<file path="src/rtl/xfer_cnt_pkg.sv">
package xfer_cnt_pkg;
    typedef enum logic [1:0] {
        S_IDLE = 2'd0,
        S_RUN  = 2'd1,
        S_DONE = 2'd2
    } xc_state_t;

    localparam logic [6:0] OP_XFER_INFO = 7'h10;
    localparam int         DMA_BIT      = 7;
endpackage

</file>
<file path="src/rtl/xfer_cnt_shadow.sv">
module xfer_cnt_shadow #(
    parameter int CNT_W = 24,
    parameter int SEL_W = 2
) (
    input  logic             clk,
    input  logic             rst_n,
    input  logic             wr,
    input  logic [SEL_W-1:0] sel,
    input  logic [7:0]       wdata,
    output logic [CNT_W-1:0] shadow,
    output logic             top_written
);
    localparam int NB = CNT_W / 8;

    for (genvar b = 0; b < NB; b++) begin : g_lane
        always_ff @(posedge clk or negedge rst_n) begin
            if (!rst_n)
                shadow[b*8 +: 8] <= '0;
            else if (wr && sel == SEL_W'(b))
                shadow[b*8 +: 8] <= wdata;
        end
    end

    always_ff @(posedge clk or negedge rst_n) begin
        if (!rst_n)
            top_written <= 1'b0;
        else if (wr && sel == SEL_W'(NB - 1))
            top_written <= 1'b1;
    end
endmodule

</file>
<file path="src/rtl/xfer_cnt_live.sv">
module xfer_cnt_live #(
    parameter int CNT_W  = 24,
    parameter int STEP_W = 4
) (
    input  logic              clk,
    input  logic              rst_n,
    input  logic              load,
    input  logic [CNT_W-1:0]  load_val,
    input  logic              dec_en,
    input  logic [STEP_W-1:0] step,
    output logic [CNT_W-1:0]  count,
    output logic [CNT_W-1:0]  next_count
);
    logic [CNT_W-1:0] step_ext;

    always_comb begin
        step_ext = CNT_W'(step);
        if (load)
            next_count = load_val;
        else if (dec_en)
            next_count = (step_ext >= count) ? '0 : count - step_ext;
        else
            next_count = count;
    end

    always_ff @(posedge clk or negedge rst_n) begin
        if (!rst_n)
            count <= '0;
        else
            count <= next_count;
    end
endmodule

</file>
<file path="src/rtl/xfer_cnt_fsm.sv">
module xfer_cnt_fsm
    import xfer_cnt_pkg::*;
(
    input  logic      clk,
    input  logic      rst_n,
    input  logic      cmd_any,
    input  logic      cmd_xfer,
    input  logic      start_run,
    input  logic      next_zero,
    output xc_state_t state,
    output logic      done,
    output logic      tc_status,
    output logic      bus_service
);
    xc_state_t state_nx;
    logic      finish;

    always_comb begin
        state_nx = state;
        unique case (state)
            S_IDLE: if (start_run) state_nx = S_RUN;
            S_RUN: begin
                if (start_run)      state_nx = S_RUN;
                else if (next_zero) state_nx = S_DONE;
            end
            S_DONE: state_nx = start_run ? S_RUN : S_IDLE;
            default: state_nx = S_IDLE;
        endcase
    end

    assign finish = (state == S_RUN) && !start_run && next_zero;

    always_ff @(posedge clk or negedge rst_n) begin
        if (!rst_n)
            state <= S_IDLE;
        else
            state <= state_nx;
    end

    always_ff @(posedge clk or negedge rst_n) begin
        if (!rst_n) begin
            tc_status   <= 1'b0;
            bus_service <= 1'b0;
        end else begin
            if (cmd_xfer)    tc_status <= 1'b0;
            else if (finish) tc_status <= 1'b1;
            if (cmd_any)     bus_service <= 1'b0;
            else if (finish) bus_service <= 1'b1;
        end
    end

    assign done = (state == S_DONE);
endmodule

</file>
<file path="src/rtl/xfer_count_unit.sv">
module xfer_count_unit
    import xfer_cnt_pkg::*;
#(
    parameter int         CNT_W   = 24,
    parameter int         STEP_W  = 4,
    parameter int         RES_W   = 25,
    parameter logic [7:0] CHIP_ID = 8'hA5
) (
    input  logic                    clk,
    input  logic                    rst_n,
    input  logic                    reg_wr,
    input  logic [1:0]              reg_sel,
    input  logic [7:0]              reg_wdata,
    input  logic [1:0]              rd_sel,
    output logic [7:0]              rd_data,
    input  logic                    cmd_valid,
    input  logic [7:0]              cmd_byte,
    input  logic                    xfer_valid,
    input  logic [STEP_W-1:0]       xfer_bytes,
    input  logic signed [RES_W-1:0] residual,
    output logic [CNT_W-1:0]        xfer_len,
    output logic                    tc_status,
    output logic                    bus_service,
    output logic                    done
);
    localparam int NB = CNT_W / 8;
    localparam int MW = (RES_W > CNT_W) ? RES_W : CNT_W;

    logic [CNT_W-1:0] shadow, count, next_count;
    logic             top_written;
    logic             cmd_dma, cmd_xfer, start_run;
    xc_state_t        state;
    logic [MW-1:0]    res_mag, cnt_ext;

    assign cmd_dma   = cmd_valid && cmd_byte[DMA_BIT];
    assign cmd_xfer  = cmd_valid && (cmd_byte[6:0] == OP_XFER_INFO);
    assign start_run = cmd_xfer && cmd_byte[DMA_BIT];

    xfer_cnt_shadow #(.CNT_W(CNT_W), .SEL_W(2)) u_shadow (
        .clk(clk), .rst_n(rst_n), .wr(reg_wr), .sel(reg_sel),
        .wdata(reg_wdata), .shadow(shadow), .top_written(top_written)
    );

    xfer_cnt_live #(.CNT_W(CNT_W), .STEP_W(STEP_W)) u_live (
        .clk(clk), .rst_n(rst_n), .load(cmd_dma), .load_val(shadow),
        .dec_en(state == S_RUN && xfer_valid), .step(xfer_bytes),
        .count(count), .next_count(next_count)
    );

    xfer_cnt_fsm u_fsm (
        .clk(clk), .rst_n(rst_n), .cmd_any(cmd_valid), .cmd_xfer(cmd_xfer),
        .start_run(start_run), .next_zero(next_count == '0),
        .state(state), .done(done), .tc_status(tc_status),
        .bus_service(bus_service)
    );

    always_comb begin
        rd_data = 8'h00;
        for (int b = 0; b < NB; b++)
            if (rd_sel == 2'(b)) rd_data = count[b*8 +: 8];
        if (rd_sel == 2'(NB - 1) && !top_written)
            rd_data = CHIP_ID;
    end

    always_comb begin
        res_mag  = residual[RES_W-1] ? MW'(-residual) : MW'(residual);
        cnt_ext  = MW'(count);
        xfer_len = (res_mag < cnt_ext) ? CNT_W'(res_mag) : count;
    end
endmodule

</file>
<file path="config.mk">
export PLATFORM = sky130hd
export DESIGN_NAME = xfer_count_unit
export DESIGN_NICKNAME = d
export VERILOG_FILES = /design/src/rtl/xfer_cnt_pkg.sv /design/src/rtl/xfer_cnt_shadow.sv /design/src/rtl/xfer_cnt_live.sv /design/src/rtl/xfer_cnt_fsm.sv /design/src/rtl/xfer_count_unit.sv
export SDC_FILE = /design/constraint.sdc
export NUM_CORES = 1
export LEC_CHECK = 0
export ABC_CLOCK_PERIOD_IN_PS = 6700
export BUFFER_PORTS_ARGS = -buffer_cell sky130_fd_sc_hd__buf_4
export CAP_MARGIN = 20
export CORE_ASPECT_RATIO = 0.7
export CORE_MARGIN = 3
export CORE_UTILIZATION = 53
export DETAILED_ROUTE_END_ITERATION = 8
export PLACE_DENSITY = 0.83
export SLEW_MARGIN = 20
export SYNTH_ARGS = -nofsm -noshare
export SYNTH_HDL_FRONTEND = slang
export SYNTH_HIERARCHICAL = 1
export SYNTH_SLANG_ARGS = --single-unit
</file>
<file path="constraint.sdc">
create_clock -name clk -period 6.7 [get_ports clk]
set_clock_uncertainty 0.1 [all_clocks]
set_input_delay 0.335 -clock clk [delete_from_list [all_inputs] [get_ports clk]]
set_output_delay 0.335 -clock clk [all_outputs]
set_load 0.02 [all_outputs]
</file>
==> flow_summary.ini, run 1 <==
[critical_path]
cpMaxStageDelayCell = or4_4
cp-start-kind = primary input
cp_top_family = simple AND/OR/NAND/NOR gates
worst-setup-path-type = primary input to primary output
required_ns = 6.26
path_buf_inv = 3
cp.arrival_ns = 4.93
path_max_fanout = 17
cpPeakStageDelay_ns = 0.54
cp_cell_sequence = buf_4 > or4_4 > or4_4 > or4_4 > o21ai_0 > xnor2_1 > ha_1 > nand3_1 > nor3_1 > a2111oi_0 > o311ai_0 > a211oi_4 > buf_4 > mux2_2 > buf_4
endpoint_kind = primary output

[placed_design]
finalWeightedCongestion = 0.8750
io_buffers = 88
dp_cells = 639
post-dp-hpwl_um = 9535

[synth]
synth_edf_count = 0
synth_cell_types = 57
syn-instance-count = 462
yosys_most_used_dff = dfrtp_1
yosys_warnings = 6
synth.area.top_cells = dfrtp_1 (30%), mux2_2 (12%), ha_1 (8.0%)
synth_common_cells = dfrtp_1 (53), nand2_1 (49), mux2_2 (48), xnor2_1 (38), inv_1 (36)
syn_avg_cell_area_sq_um = 9.538
yosysSeqAreaShare_pct = 30.10
synth_top_cell_area_share_pct = 30.10
syn-cell-area_sq_um = 4407
synth_seq_cells = 53
async_reset_ff_share_pct = 100.0
yosysMostFrequentCell = dfrtp_1
synth.largest_area_cell = dfrtp_1
synth_nets = 545

[timing]
slew_viol_final = 0
fin_crit_sh_pct = 80.09
fmax_mhz = 186.3
fin_setup_tns_ns = 0
setup_viol = 0
worstMarginPinSlew_ns = 0.8110
rsz0062_at_grt = false
slew_headroom_pct = 45.93
hold_viol = 0
period_needed_ns = 5.366

[finish]
drive_above_1_share_pct = 32.05
diodes = 0
nets = 629
syn2layout_area_growth_pct = 20.16
stdcell_count = 647

[flow_run]
drv_cap = 0

[clock_network]
clockBufferDepth = 2
htree_levels = 2
cts_tree = done
ctsHoldBuffers = 1
root_buffer = clkbuf_16
clk_latency_ns = 0.29
cts_made_buffers = 5
clock_sinks = 53
cts_setup_buffers = 0
postCtsResizedCells = 0
clk_pin_slew_ns = 0.06

[routing]
wl_um = 11810
drt-pass1-iter-count = 4
drt_iter0_drc = 267
wire_per_inst_um = 18.25
antenna_left = 0
via_per_inst = 6.053
drc = 0
via_count = 3916

[die]
rows = 27
die_y_um = 82.29
dieArea_sq_um = 9462
coreArea_sq_um = 7973
ios = 89
start_util_pct = 55.27
die_x_um = 115.0

[grt]
grt_max_degree = 54
grt_pass1_wl_um = 18980
grt.total_usage_pct = 25.68
grt_overflow = 0
grt_pass1_vias = 3863
antenna_found_initial = 0

[power_and_ir_drop]
peakVddDrop_uv = 184.5
power.density_nw_per_um2 = 260.9
p_leak_nw = 2.256

[run_status]
status = complete, no violations

[worst_hold_path]
min_path_type = primary input to flop
## metal layers
layer	vias to the layer above	global-route usage, %	wire length (um)
li1	1843	-	-
met1	1905	36.45	5482
met2	161	41.40	5332
met3	7	5.171	954
met4	0	4.455	38
met5	-	0	0
## logic make-up (layout without fill, tap and decap cells)
group	after synthesis	in the layout	share of synthesized area, %
simple gates	145	145	19.22
xor+xnor	43	43	8.546
flops	53	53	30.10
compound gates	83	83	14.00
mux	59	59	14.88
buf+inv	50	134	4.855
fa+ha+maj	29	29	8.404
## worst register-to-register path, stage by stage (launching register included)
cell	delay [ns]
dfrtp_1	0.43
inv_1	0.09
ha_1	0.18
inv_1	0.07
fa_1	0.41
a21o_1	0.27
or2_1	0.27
a2111oi_4	0.64
or2_1	0.72
o21ai_0	0.26
nor4_1	0.57
nand4_1	0.16
nor2_1	0.22
nand4bb_1	0.19
a21oi_1	0.19
## state kept, by name (all words and copies together), names as in the netlist
name                  flops
u_fsm/state               2
u_live/count             24
u_shadow/shadow          24
u_shadow/top_written      1
u_fsm/bus_service         1
u_fsm/tc_status           1
## path summary, 6_finish.rpt
check,start,to,slack [ns],cells past startpoint
setup / recovery,residual[4],xfer_len[4],1.33,15
hold / removal,cmd_valid,u_fsm/bus_service$_DFFE_PN0P_,0.11,2
setup reg to reg,u_live/count[0]$_DFF_PN0_,u_fsm/tc_status$_DFFE_PN0P_,1.86,14
hold reg to reg,u_fsm/state[1]$_DFFE_PN0P_,u_fsm/state[0]$_DFFE_PN0P_,0.39,1
max in group asynchronous,rst_n,u_shadow/shadow[16]$_DFFE_PN0P_,5.55,2
min in group asynchronous,rst_n,u_live/count[21]$_DFF_PN0_,0.51,2
## area by class of cell
class                           count  area, sq um
Clock buffer                        7        142.6
Fill cell                         655         2678
Inverter                           36        135.1
Multi-Input combinational cell    359         2879
Sequential cell                    53         1326
Tap cell                          101        126.4
Timing Repair Buffer               91        685.7
## power breakdown
part	total (mW)	internal, mW	switching [mW]
Clock	0.251	0.147	0.104
Sequential	0.467	0.379	0.0879
Combinational	0.664	0.307	0.357
## cell usage in the layout (no fill, tap or decap), types with 6 or more instances in the layout
cell type	synthesis	final
buf_4	2	90
dfrtp_1	53	53
nand2_1	49	49
mux2_2	48	48
xnor2_1	38	38
inv_1	36	36
o21ai_0	28	28
ha_1	28	28
nor4_1	16	16
nor2_1	14	14
a21oi_1	12	12
o31ai_1	11	11
mux2i_1	10	10
nor3_1	10	10
o21ai_2	10	10
nand2b_1	6	6
nand4_1	6	6
## per-stage QoR
stage | power (mW) | util, % | cell area (sq um) | setup slack (ns) | hold slack (ns)
CTS | 1.383 | 66.42 | 5295 | 1.382 | 0.09924
detailed placement | 1.127 | 64.50 | 5142 | 1.399 | 0.3029
global route | 1.470 | 66.42 | 5295 | 1.058 | 0.1005
finish | 1.382 | 66.42 | 5295 | 1.334 | 0.1054
floorplan | 0.8855 | - | 4407 | 1.953 | -0.06059
global placement | 1.103 | 64.50 | 5142 | 1.612 | 0.2936
Note: power is estimated with default switching activity, not from simulation.
==> run 2, diff against run 1 <==
--- a/config.mk
+++ b/config.mk
@@ -5,14 +5,15 @@
 export SDC_FILE = /design/constraint.sdc
 export NUM_CORES = 1
 export LEC_CHECK = 0
-export ABC_CLOCK_PERIOD_IN_PS = 6700
+export ABC_AREA = 1
+export ABC_CLOCK_PERIOD_IN_PS = 5500
 export BUFFER_PORTS_ARGS = -buffer_cell sky130_fd_sc_hd__buf_4
 export CAP_MARGIN = 20
 export CORE_ASPECT_RATIO = 0.7
 export CORE_MARGIN = 3
 export CORE_UTILIZATION = 53
 export DETAILED_ROUTE_END_ITERATION = 8
-export PLACE_DENSITY = 0.83
+export PLACE_DENSITY = 0.82
 export SLEW_MARGIN = 20
 export SYNTH_ARGS = -nofsm -noshare
 export SYNTH_HDL_FRONTEND = slang
==> constraint.sdc (replaced) <==
create_clock -name clk -period 5.5 [get_ports clk]
set_clock_uncertainty 0.1 [all_clocks]
set_input_delay 0.275 -clock clk [delete_from_list [all_inputs] [get_ports clk]]
set_output_delay 0.275 -clock clk [all_outputs]
set_load 0.02 [all_outputs]
==> run 2 against run 1 <==
Net effect: core utilization fell by 3.1 points; clock-buffer cell count unchanged; critical path depth up 2; flip-flop and latch count is the same; synthesized cell count increased by 80%; synthesized area rose by 24%; register-to-register slack improved by 0.25 ns; largest power group unchanged; highest routed layer unchanged; die area grew 22%; critical endpoint is now xfer_len[7]; non-clock buffer count decreased by 1; first-iteration DRC count up 93%; largest cell class unchanged.
==> flow_summary.ini, run 2 <==
[timing]
hold_viol = 0
setup_viol = 0
worstMarginPinSlew_ns = 0.7930
period_needed_ns = 3.683
fmax_mhz = 271.5
slew_viol_final = 0
rsz0062_at_grt = false
slew_headroom_pct = 47.08
fin_setup_tns_ns = 0
fin_crit_sh_pct = 66.96

[die]
coreArea_sq_um = 9834
die_x_um = 127.1
start_util_pct = 55.34
die_y_um = 90.79
ios = 89
rows = 30
dieArea_sq_um = 11540

[power_and_ir_drop]
power.density_nw_per_um2 = 282.2
peakVddDrop_uv = 185.2
p_leak_nw = 3.357

[critical_path]
rrSetupSlack_ns = 2.11
cp-startpoint = residual[0]
path_buf_inv = 3
setup.worst_path.end = xfer_len[7]
crit_cells = 17
rr_endpoint = u_fsm/tc_status$_DFFE_PN0P_
cpMaxStageDelayCell = nor2_4
cpPeakStageDelay_ns = 0.50
required_ns = 5.12
cp_top_family = simple AND/OR/NAND/NOR gates
cp-start-kind = primary input
worst-setup-path-type = primary input to primary output
cp.arrival_ns = 3.31
r2r-start = u_live/count[0]$_DFF_PN0_
path_max_fanout = 24
cp_cell_sequence = buf_4 > inv_1 > ha_1 > nand2_4 > nor2_8 > nand2_1 > nand2_2 > xor2_1 > ha_1 > a21o_1 > nor2_1 > a21oi_1 > nor2_4 > nand2_8 > nand2_2 > nand2_1 > buf_4
rr_worst_depth = 20
endpoint_kind = primary output

[routing]
drc = 0
drt-pass1-iter-count = 6
via_per_inst = 5.402
via_count = 5586
drt_iter0_drc = 515
wl_um = 14960
antenna_left = 0
wire_per_inst_um = 14.47

[synth]
synth_seq_cells = 53
synth_edf_count = 0
synth.area.top_cells = dfrtp_1 (24%), nand2_1 (19%), nand3_1 (6.7%)
yosys_most_used_dff = dfrtp_1
yosys_warnings = 6
synth_cell_types = 46
yosysMostFrequentCell = nand2_1
synth_top_cell_area_share_pct = 24.37
async_reset_ff_share_pct = 100.0
synth_nets = 915
yosysSeqAreaShare_pct = 24.37
syn_avg_cell_area_sq_um = 6.542
synth.largest_area_cell = dfrtp_1
syn-instance-count = 832
syn-cell-area_sq_um = 5443
synth_common_cells = nand2_1 (273), inv_1 (97), nor2_1 (81), nand3_1 (73), dfrtp_1 (53)

[finish]
register_area_sq_um = 1326
nets = 989
syn2layout_area_growth_pct = 14.39
reg_top3 = u_live/count: 24 flops, u_shadow/shadow: 24 flops, u_fsm/state: 2 flops
drive_above_1_share_pct = 21.08
final_core_util_pct = 63.31
multiInputGateArea_sq_um = 3528
fillers = 936
diodes = 0
layout_commonest_cell = nand2_1
final_cell_mix = nand2_1 (273), inv_1 (97), buf_4 (89), nor2_1 (81), nand3_1 (73)

[grt]
grt_max_degree = 54
grt.total_usage_pct = 25.83
grt_overflow = 0
grt_pass1_wl_um = 24520
antenna_found_initial = 0
grt_pass1_vias = 4963

[flow_run]
drv_cap = 0

[clock_network]
clk_latency_ns = 0.29
cts_made_buffers = 5
root_buffer = clkbuf_16
clockBufferDepth = 2
htree_levels = 2
clk_pin_slew_ns = 0.06
cts_tree = done
clock_sinks = 53

[placed_design]
finalWeightedCongestion = 1.013
post-dp-hpwl_um = 12180
io_buffers = 88

[worst_hold_path]
min_path_type = primary input to flop

[run_status]
status = complete, no violations
==> run 2: cell types whose count changed after synthesis, sizes merged, moves of 12 or more <==
cell,previous run,this run
inv,36,101
buf,6,19
xnor2,38,9
nor4,18,6
o21ai,38,16
nand3,5,89
nand2,49,320
mux2,49,0
o31ai,12,0
nand4,7,32
nor2,14,105
==> run 2: layout make-up <==
| cell class | instances | share of cell area [%] |
|---|---|---|
| inverter | 102 | 6.270 |
| tap | 128 | 2.572 |
| sequential | 53 | 21.30 |
| timing repair buffer | 90 | 10.89 |
| multi-input combinational | 654 | 56.67 |
| clock buffer | 7 | 2.291 |
==> run 2: metal layers <==
layer  track usage (%)  vias up  wire, um
met5                 0        -         0
met4             2.857        0        53
met3             5.910        6      1767
met2             35.70      267      6096
met1             41.44     2516      7046
li1                  -     2797         -
==> run 2: logic make-up (layout without fill, tap and decap cells) <==
| logic type | after synthesis | in the layout | synth area share (%) |
|---|---|---|---|
| flops | 53 | 53 | 24.37 |
| simple gates | 565 | 565 | 50.58 |
| buf+inv | 125 | 199 | 10.80 |
| compound gates | 44 | 44 | 4.873 |
| xor+xnor | 16 | 16 | 2.575 |
| fa+ha+maj | 29 | 29 | 6.805 |
==> run 2: how the worst min path moves through the flow <==
stage               depth (start not counted)                            end       from
CTS                                         2  u_fsm/bus_service$_DFFE_PN0P_  cmd_valid
global placement                            1     u_fsm/state[1]$_DFFE_PN0P_      rst_n
detailed placement                          1  u_fsm/bus_service$_DFFE_PN0P_      rst_n
floorplan                                   0  u_fsm/bus_service$_DFFE_PN0P_      rst_n
global route                                2  u_fsm/bus_service$_DFFE_PN0P_  cmd_valid
finish                                      2  u_fsm/bus_service$_DFFE_PN0P_  cmd_valid
==> run 2: metrics by stage <==
step / worst slack [ns] / hold slack (ns) / power [mW] / cells / area (sq um)
finish: 1.817 / 0.04656 / 1.757 / 1034 / 6226
CTS: 1.883 / 0.03832 / 1.751 / 1034 / 6226
global placement: 1.966 / 0.2435 / 1.419 / 1026 / 6073
detailed placement: 1.894 / 0.2424 / 1.436 / 1026 / 6073
global route: 1.537 / 0.03389 / 1.902 / 1034 / 6226
floorplan: 2.721 / -0.1206 / 1.169 / 832 / 5443
==> run 2: what timing repair did <==
item	CTS	global route
hold buffers	1	0
gates resized for setup	0	0
setup buffers	0	0
endpoints found under the setup margin	0	0
hold endpoints to repair	53	0
==> run 2: power by group <==
group | internal (mW) | total [mW] | switching [mW] | leakage, nW
logic | 0.329 | 0.902 | 0.573 | 2.62
registers | 0.453 | 0.545 | 0.0919 | 0.667
clock network | 0.179 | 0.309 | 0.130 | 0.0700
total | 0.961 | 1.76 | 0.796 | 3.36
